`config.mk`:
```
export PLATFORM = sky130hd
export DESIGN_NAME = mm_tile_sequencer
export DESIGN_NICKNAME = d
export VERILOG_FILES = /design/src/rtl/mm_seq_pkg.sv /design/src/rtl/mm_dim_check.sv /design/src/rtl/mm_addr_calc.sv /design/src/rtl/mm_tile_sequencer.sv
export SDC_FILE = /design/constraint.sdc
export NUM_CORES = 1
export LEC_CHECK = 0
export ABC_CLOCK_PERIOD_IN_PS = 10100
export BUFFER_PORTS_ARGS = -buffer_cell sky130_fd_sc_hd__buf_2
export CELL_PAD_IN_SITES_DETAIL_PLACEMENT = 1
export CELL_PAD_IN_SITES_GLOBAL_PLACEMENT = 1
export CORE_ASPECT_RATIO = 2
export CORE_MARGIN = 10
export CORE_UTILIZATION = 43
export DETAILED_ROUTE_END_ITERATION = 6
export GPL_TIMING_DRIVEN = 0
export PLACE_DENSITY = 0.89
export SLEW_MARGIN = 10
export SYNTH_ARGS = -nofsm -noshare
export SYNTH_HDL_FRONTEND = slang
export SYNTH_SLANG_ARGS = --single-unit
export TNS_END_PERCENT = 100
```
`constraint.sdc`:
```
create_clock -name clk -period 10.1 [get_ports clk]
set_input_delay 0.505 -clock clk [delete_from_list [all_inputs] [get_ports clk]]
set_output_delay 0.505 -clock clk [all_outputs]
set_load 0.1 [all_outputs]
```
`src/rtl/mm_seq_pkg.sv`:
```
package mm_seq_pkg;

    typedef enum logic [2:0] {
        OP_LOAD_STAT = 3'd0,
        OP_LOAD_MOV  = 3'd1,
        OP_MAC       = 3'd2,
        OP_DRAIN     = 3'd3,
        OP_STORE     = 3'd4
    } mm_op_e;

    typedef enum logic [2:0] {
        S_IDLE,
        S_STAT,
        S_MOV,
        S_MAC,
        S_DRAIN,
        S_STORE,
        S_FINISH,
        S_REJECT
    } mm_state_e;

endpackage

```
`src/rtl/mm_dim_check.sv`:
```
module mm_dim_check #(
    parameter int DIM_W  = 16,
    parameter int TILE_M = 128,
    parameter int TILE_K = 128,
    parameter int TILE_N = 512
) (
    input  logic [DIM_W-1:0] dim_m,
    input  logic [DIM_W-1:0] dim_k,
    input  logic [DIM_W-1:0] dim_n,
    output logic             dims_ok,
    output logic [DIM_W-1:0] m_tiles,
    output logic [DIM_W-1:0] k_tiles,
    output logic [DIM_W-1:0] n_tiles
);
    localparam int NDIM = 3;

    logic [DIM_W-1:0] dims [NDIM];
    logic [DIM_W-1:0] cnts [NDIM];
    logic [NDIM-1:0]  ok_v;

    assign dims[0] = dim_m;
    assign dims[1] = dim_k;
    assign dims[2] = dim_n;

    // Tile sizes are powers of two, so legality is a low-bit test.
    for (genvar g = 0; g < NDIM; g++) begin : g_dim
        localparam int TS = (g == 0) ? TILE_M : ((g == 1) ? TILE_K : TILE_N);
        localparam int SH = $clog2(TS);
        assign ok_v[g] = (dims[g] != '0) && (dims[g][SH-1:0] == '0);
        assign cnts[g] = dims[g] >> SH;
    end

    assign dims_ok = &ok_v;
    assign m_tiles = cnts[0];
    assign k_tiles = cnts[1];
    assign n_tiles = cnts[2];

endmodule

```
`src/rtl/mm_addr_calc.sv`:
```
module mm_addr_calc #(
    parameter int ADDR_W     = 32,
    parameter int DIM_W      = 16,
    parameter int ELEM_BYTES = 2
) (
    input  logic [ADDR_W-1:0] base,
    input  logic [ADDR_W-1:0] stride,
    input  logic [DIM_W-1:0]  row,
    input  logic [DIM_W-1:0]  col,
    output logic [ADDR_W-1:0] addr
);
    logic [ADDR_W-1:0] row_off;
    logic [ADDR_W-1:0] col_off;

    assign row_off = ADDR_W'(row) * stride;
    assign col_off = ADDR_W'(col) * ADDR_W'(ELEM_BYTES);
    assign addr    = base + row_off + col_off;

endmodule

```
`src/rtl/mm_tile_sequencer.sv`:
```
module mm_tile_sequencer
    import mm_seq_pkg::*;
#(
    parameter int DIM_W      = 16,
    parameter int ADDR_W     = 32,
    parameter int ELEM_BYTES = 2,
    parameter int TILE_M     = 128,
    parameter int TILE_K     = 128,
    parameter int TILE_N     = 512,
    parameter int EXT_W      = $clog2(TILE_N) + 1
) (
    input  logic              clk,
    input  logic              rst_n,
    input  logic              start,
    input  logic              hoist_mode,
    input  logic [DIM_W-1:0]  dim_m,
    input  logic [DIM_W-1:0]  dim_k,
    input  logic [DIM_W-1:0]  dim_n,
    input  logic [ADDR_W-1:0] lhs_base,
    input  logic [ADDR_W-1:0] rhs_base,
    input  logic [ADDR_W-1:0] out_base,
    input  logic [ADDR_W-1:0] lhs_stride,
    input  logic [ADDR_W-1:0] rhs_stride,
    input  logic [ADDR_W-1:0] out_stride,
    input  logic              cmd_ready,
    output logic              cmd_valid,
    output logic [2:0]        cmd_op,
    output logic              cmd_clear,
    output logic [ADDR_W-1:0] cmd_addr,
    output logic [DIM_W-1:0]  cmd_row,
    output logic [DIM_W-1:0]  cmd_col,
    output logic [EXT_W-1:0]  cmd_rows,
    output logic [EXT_W-1:0]  cmd_cols,
    output logic              busy,
    output logic              done,
    output logic              err
);
    localparam int SH_M = $clog2(TILE_M);
    localparam int SH_K = $clog2(TILE_K);
    localparam int SH_N = $clog2(TILE_N);

    mm_state_e state, state_nxt;

    logic              dims_ok;
    logic [DIM_W-1:0]  m_tiles, k_tiles, n_tiles;
    logic [DIM_W-1:0]  m_cnt_q, k_cnt_q, n_cnt_q;
    logic [DIM_W-1:0]  m_idx, k_idx, n_idx;
    logic              mode_q, err_q;
    logic [ADDR_W-1:0] lhs_base_q, rhs_base_q, out_base_q;
    logic [ADDR_W-1:0] lhs_stride_q, rhs_stride_q, out_stride_q;
    logic              m_last, k_last, n_last, fire;
    logic [ADDR_W-1:0] sel_base, sel_stride;

    mm_dim_check #(
        .DIM_W (DIM_W),
        .TILE_M(TILE_M),
        .TILE_K(TILE_K),
        .TILE_N(TILE_N)
    ) i_dim_check (
        .dim_m  (dim_m),
        .dim_k  (dim_k),
        .dim_n  (dim_n),
        .dims_ok(dims_ok),
        .m_tiles(m_tiles),
        .k_tiles(k_tiles),
        .n_tiles(n_tiles)
    );

    mm_addr_calc #(
        .ADDR_W    (ADDR_W),
        .DIM_W     (DIM_W),
        .ELEM_BYTES(ELEM_BYTES)
    ) i_addr_calc (
        .base  (sel_base),
        .stride(sel_stride),
        .row   (cmd_row),
        .col   (cmd_col),
        .addr  (cmd_addr)
    );

    assign m_last = (m_idx == m_cnt_q - DIM_W'(1));
    assign k_last = (k_idx == k_cnt_q - DIM_W'(1));
    assign n_last = (n_idx == n_cnt_q - DIM_W'(1));
    assign fire   = cmd_valid && cmd_ready;

    // Next-state logic
    always_comb begin
        state_nxt = state;
        unique case (state)
            S_IDLE:   if (start) state_nxt = dims_ok ? S_STAT : S_REJECT;
            S_STAT:   if (fire) state_nxt = S_MOV;
            S_MOV:    if (fire) state_nxt = S_MAC;
            S_MAC: begin
                if (fire) begin
                    if (k_last)                 state_nxt = S_DRAIN;
                    else if (mode_q && !n_last) state_nxt = S_MOV;
                    else                        state_nxt = S_STAT;
                end
            end
            S_DRAIN:  if (fire) state_nxt = S_STORE;
            S_STORE: begin
                if (fire) begin
                    if (n_last && m_last)       state_nxt = S_FINISH;
                    else if (mode_q && !n_last) state_nxt = S_MOV;
                    else                        state_nxt = S_STAT;
                end
            end
            S_FINISH: state_nxt = S_IDLE;
            S_REJECT: state_nxt = S_IDLE;
            default:  state_nxt = S_IDLE;
        endcase
    end

    // State register
    always_ff @(posedge clk) begin
        if (!rst_n) state <= S_IDLE;
        else        state <= state_nxt;
    end

    // Job configuration and loop indices
    always_ff @(posedge clk) begin
        if (!rst_n) begin
            m_idx <= '0; k_idx <= '0; n_idx <= '0;
            m_cnt_q <= '0; k_cnt_q <= '0; n_cnt_q <= '0;
            mode_q <= 1'b0; err_q <= 1'b0;
            lhs_base_q <= '0; rhs_base_q <= '0; out_base_q <= '0;
            lhs_stride_q <= '0; rhs_stride_q <= '0; out_stride_q <= '0;
        end else if (state == S_IDLE) begin
            if (start) begin
                err_q        <= !dims_ok;
                m_idx        <= '0; k_idx <= '0; n_idx <= '0;
                m_cnt_q      <= m_tiles;
                k_cnt_q      <= k_tiles;
                n_cnt_q      <= n_tiles;
                mode_q       <= hoist_mode;
                lhs_base_q   <= lhs_base;
                rhs_base_q   <= rhs_base;
                out_base_q   <= out_base;
                lhs_stride_q <= lhs_stride;
                rhs_stride_q <= rhs_stride;
                out_stride_q <= out_stride;
            end
        end else if (fire && state == S_MAC && !k_last) begin
            if (mode_q) begin
                if (n_last) begin
                    n_idx <= '0;
                    k_idx <= k_idx + DIM_W'(1);
                end else begin
                    n_idx <= n_idx + DIM_W'(1);
                end
            end else begin
                k_idx <= k_idx + DIM_W'(1);
            end
        end else if (fire && state == S_STORE) begin
            if (n_last) begin
                n_idx <= '0;
                k_idx <= '0;
                m_idx <= m_idx + DIM_W'(1);
            end else begin
                n_idx <= n_idx + DIM_W'(1);
                if (!mode_q) k_idx <= '0;
            end
        end
    end

    // Outputs
    always_comb begin
        cmd_valid  = 1'b0;
        cmd_op     = OP_LOAD_STAT;
        cmd_clear  = 1'b0;
        cmd_row    = m_idx << SH_M;
        cmd_col    = n_idx << SH_N;
        cmd_rows   = EXT_W'(TILE_M);
        cmd_cols   = EXT_W'(TILE_N);
        sel_base   = out_base_q;
        sel_stride = out_stride_q;
        unique case (state)
            S_STAT: begin
                cmd_valid  = 1'b1;
                cmd_op     = OP_LOAD_STAT;
                cmd_row    = k_idx << SH_K;
                cmd_col    = m_idx << SH_M;
                cmd_rows   = EXT_W'(TILE_K);
                cmd_cols   = EXT_W'(TILE_M);
                sel_base   = lhs_base_q;
                sel_stride = lhs_stride_q;
            end
            S_MOV: begin
                cmd_valid  = 1'b1;
                cmd_op     = OP_LOAD_MOV;
                cmd_row    = k_idx << SH_K;
                cmd_rows   = EXT_W'(TILE_K);
                sel_base   = rhs_base_q;
                sel_stride = rhs_stride_q;
            end
            S_MAC: begin
                cmd_valid  = 1'b1;
                cmd_op     = OP_MAC;
                cmd_clear  = (k_idx == '0);
            end
            S_DRAIN: begin
                cmd_valid  = 1'b1;
                cmd_op     = OP_DRAIN;
            end
            S_STORE: begin
                cmd_valid  = 1'b1;
                cmd_op     = OP_STORE;
            end
            default: ;
        endcase
    end

    assign busy = (state != S_IDLE);
    assign done = (state == S_FINISH) || (state == S_REJECT);
    assign err  = err_q;

    // a stalled command is held unchanged
    p_hold_stall_r7: assert property (@(posedge clk) disable iff (!rst_n)
        cmd_valid && !cmd_ready |=> cmd_valid && $stable(cmd_op) && $stable(cmd_addr)
                                    && $stable(cmd_clear) && $stable(cmd_row) && $stable(cmd_col));

    // clear flag appears only on multiply commands
    p_clear_on_mac_r5: assert property (@(posedge clk) disable iff (!rst_n)
        cmd_valid && cmd_clear |-> cmd_op == OP_MAC);

    // completion follows an accepted store
    p_done_after_store_r8: assert property (@(posedge clk) disable iff (!rst_n)
        done && !err |-> $past(cmd_valid && cmd_ready && cmd_op == OP_STORE));

    // done is a single-cycle pulse
    p_done_pulse_r8: assert property (@(posedge clk) disable iff (!rst_n)
        done |=> !done);

    // a rejected job never issues commands
    p_reject_quiet_r2: assert property (@(posedge clk) disable iff (!rst_n)
        err |-> !cmd_valid);

    // no command without an active job
    p_idle_quiet_r9: assert property (@(posedge clk) disable iff (!rst_n)
        !busy |-> !cmd_valid && !done);

endmodule

```
==> out/qor.yml <==
path_clk_slew_ps: 70
status: "finished clean"
rsz0062_at_grt: "false"
arrival_ps: 9260
syn_avg_cell_area_um2: 8.07
clockRootBuffer: "clkbuf_16"
cap_violations: 0
core_um2: 43500
ys_ff_latch: 249
drtPass1Iterations: 7
clock_sinks: 249
netlist_area_um2: 19000
r2r-end: "m_idx[8]"
holdWs_ps: 189
grt-ovfl-total: 0
cts_max_level: 1
startpoint_type: "flop"
nNetsFinal: 3181
placementRows: 108
synth.yosys.seq_area_share_pct: 26.3
cp_top_family: "adder cells"
die_y_um: 317
hold_start: "lhs_base[28]"
crit_cells: 25
crit_path_top_delay_cell: "clkbuf_1"
final-setup-viol-count: 0
reg2reg_depth: 9
finalCriticalPeriod_ps: 9760
final.period_utilization_pct: 96.7
layout-drive-gt1-share_pct: 15.0
synth.distinct_cells: 66
path_max_fanout: 10
crit_required_ps: 9600
yosys.area.top_type_share_pct: 26.3
grt_pass1_wl_um: 116000
critPathKind: "flop to output port"
crit_buf_inv: 7
async_flop_share_pct: 0
start_util_pct: 43.6
hold_depth: 3
area_growth_pct: 16.9
final_util_pct: 50.9
grt_antenna_before_repair: 1
fp.dieArea_um2: 53400
powerDensity_nw_per_um2: 209
synth-warning-count: 0
max_freq_mhz: 102
p_leak_nw: 9.79
netlist_top_cells_area: "dfxtp_1 26%, fa_1 17%, nand2_1 11%, a21boi_0 7.8%, ha_1 5.7%"
grt_usage_pct: 27.8
wl_per_cell_um: 23.5
clk_latency_ps: 560
grt_pass1_vias: 20700
tritoncts: "built"
fin_ws_ps: 337
drtAntennaViolNets: 0
wirelength_um: 76500
io_pins: 337
synth-main-ff-cell: "dfxtp_1"
worstMarginPinSlew_ps: 1160
drt_iter0_drc: 937
hold_end: "lhs_base_q[28]"
slew_headroom_pct: 22.7
drc: 0
dp_hpwl_um: 63700
via_per_inst: 5.58
skew_ps: 25.7
dpl_cell_area_um2: 21200
maxSlewViolCount: 0
ir_worst_vdd_mv: 0.194
grt_start_max_net_pins: 18
end_kind: "output port"
crit_path_frequent_cell: "fa_1"
dp_slack_ps: -599
timing.setup.tns_ps: 0
die_w_um: 168
numCtsBuffers: 24
num_vias: 18200
reg2reg_slack_ps: 5910
port_buffers: 282
fillerInstances: 5460
hp-class: "input port to flop"
reg2reg_from: "n_cnt_q[2]"
syn-instance-count: 2350
gp_congestion: 0.956
design_area_um2: 22200
slowest_delay_ps: 690
yosysTopAreaCell: "dfxtp_1"
hold_viol: 0
synth_edf_count: 0
clock_path_buffers: 3
==> layer usage <==
layer  wire, um  GRT usage, %
met1      25500          26.3
met2      41400          52.2
met3       3580          3.98
met4       6090          21.8
met5          0             0
==> metrics by stage <==
stage	power, mW	instances
3_5_place_dp	3.62	3212
3_3_place_gp	3.55	3212
2_1_floorplan	2.89	2380
6_report	4.63	3259
5_1_grt	4.85	3259
4_1_cts	4.61	3258
==> placed cells by master, fill, tap and decap left out, types with 11 or more instances in the layout <==
cell type / netlist / final
nor2_1: 175 / 174
fa_1: 159 / 159
dfxtp_1: 249 / 249
clkbuf_16: 0 / 24
ha_1: 87 / 87
a21oi_1: 68 / 66
buf_2: 2 / 284
inv_1: 205 / 205
xnor2_1: 55 / 55
a211oi_1: 11 / 11
nand3_1: 26 / 26
nand2_1: 573 / 573
a221o_1: 12 / 12
clkbuf_1: 126 / 116
nor3_1: 17 / 16
and2_1: 18 / 18
o21ai_0: 42 / 39
or3_1: 17 / 17
nand2b_1: 13 / 13
xor2_1: 23 / 23
nor4_1: 22 / 22
mux2i_1: 18 / 15
nand4_1: 11 / 11
conb_1: 2 / 32
a21boi_0: 198 / 198
a22o_1: 15 / 15
a22oi_1: 32 / 32
buf_4: 32 / 36
==> final cells by class <==
class / instances / area [um^2] / area share [%]
repair buffers: 286 / 1460 / 6.58
clock buffers: 31 / 677 / 3.06
clock inverters: 13 / 144 / 0.650
multi-input cells: 1762 / 12700 / 57.3
flip-flops and latches: 249 / 4980 / 22.5
well taps: 550 / 688 / 3.11
inverters: 205 / 769 / 3.47
plain buffers: 162 / 744 / 3.36
diodes: 1 / 2.50 / 0.0113
==> worst max-delay path by stage <==
stage	from	slack [ps]	endpoint
after CTS	state[0]	30	cmd_addr[31]
after floorplan	state[0]	1	cmd_addr[31]
after global placement	state[0]	-420	cmd_addr[31]
after detailed placement	state[0]	-600	cmd_addr[31]
final	state[1]	340	cmd_addr[31]
after global routing	state[0]	30	cmd_addr[31]
==> synth_stat cells (all sizes together) (8+ instances only) <==
master / count
nor3: 18
a22oi: 32
a221o: 12
buf: 38
xor2: 23
xnor2: 55
nand3: 26
mux2i: 18
nand2b: 13
a221oi: 13
or2: 8
or3: 17
a22o: 15
a21oi: 68
inv: 205
a21o: 8
clkbuf: 126
nor2: 175
fa: 159
a21boi: 198
nor4: 22
ha: 87
nand4: 11
a211oi: 11
nand2: 573
or4: 11
dfxtp: 249
and2: 18
o21ai: 43
==> flip-flops by register name, summed over array words and instances, names as in the netlist <==
register	flops
k_cnt_q	9
lhs_base_q	32
mode_q	1
out_base_q	32
out_stride_q	25
lhs_stride_q	25
m_cnt_q	9
m_idx	16
rhs_stride_q	25
rhs_base_q	32
n_cnt_q	7
err	1
k_idx	16
state	3
n_idx	16
==> tightest hold or removal path: cells and delay by family <==
kind / cells / cell delay [ps]
AO/OA/AOI/OAI: 1 / 60
buffers and inverters: 1 / 100
AND/OR/NAND/NOR: 1 / 40
==> timing repair <==
action                     CTS  global route
buffers inserted             4             0
hold buffers                 0             0
gates resized for setup     17            17
setup endpoints to repair   12             2
==> power breakdown <==
group,switching [mW],internal [mW],total (mW)
Sequential,0.145,1.14,1.29
Combinational,1.82,0.577,2.39
Clock,0.421,0.530,0.951
Total,2.38,2.25,4.63
==> kinds of logic (layout without fill, tap and decap cells) <==
| family | Yosys count | in the layout | share of synthesized area [%] |
|---|---|---|---|
| DFF | 249 | 249 | 26.3 |
| adders and majority gates | 246 | 246 | 22.5 |
| buffers and inverters | 369 | 697 | 7.95 |
| xor gates and xnor gates | 81 | 81 | 3.96 |
| AOI/OAI and AO/OA | 460 | 460 | 17.5 |
| and+or+nand+nor | 923 | 923 | 20.7 |
| muxes | 20 | 20 | 1.07 |
| other | 2 | 33 | 0.0396 |
Power figures use the tool's default switching activity.
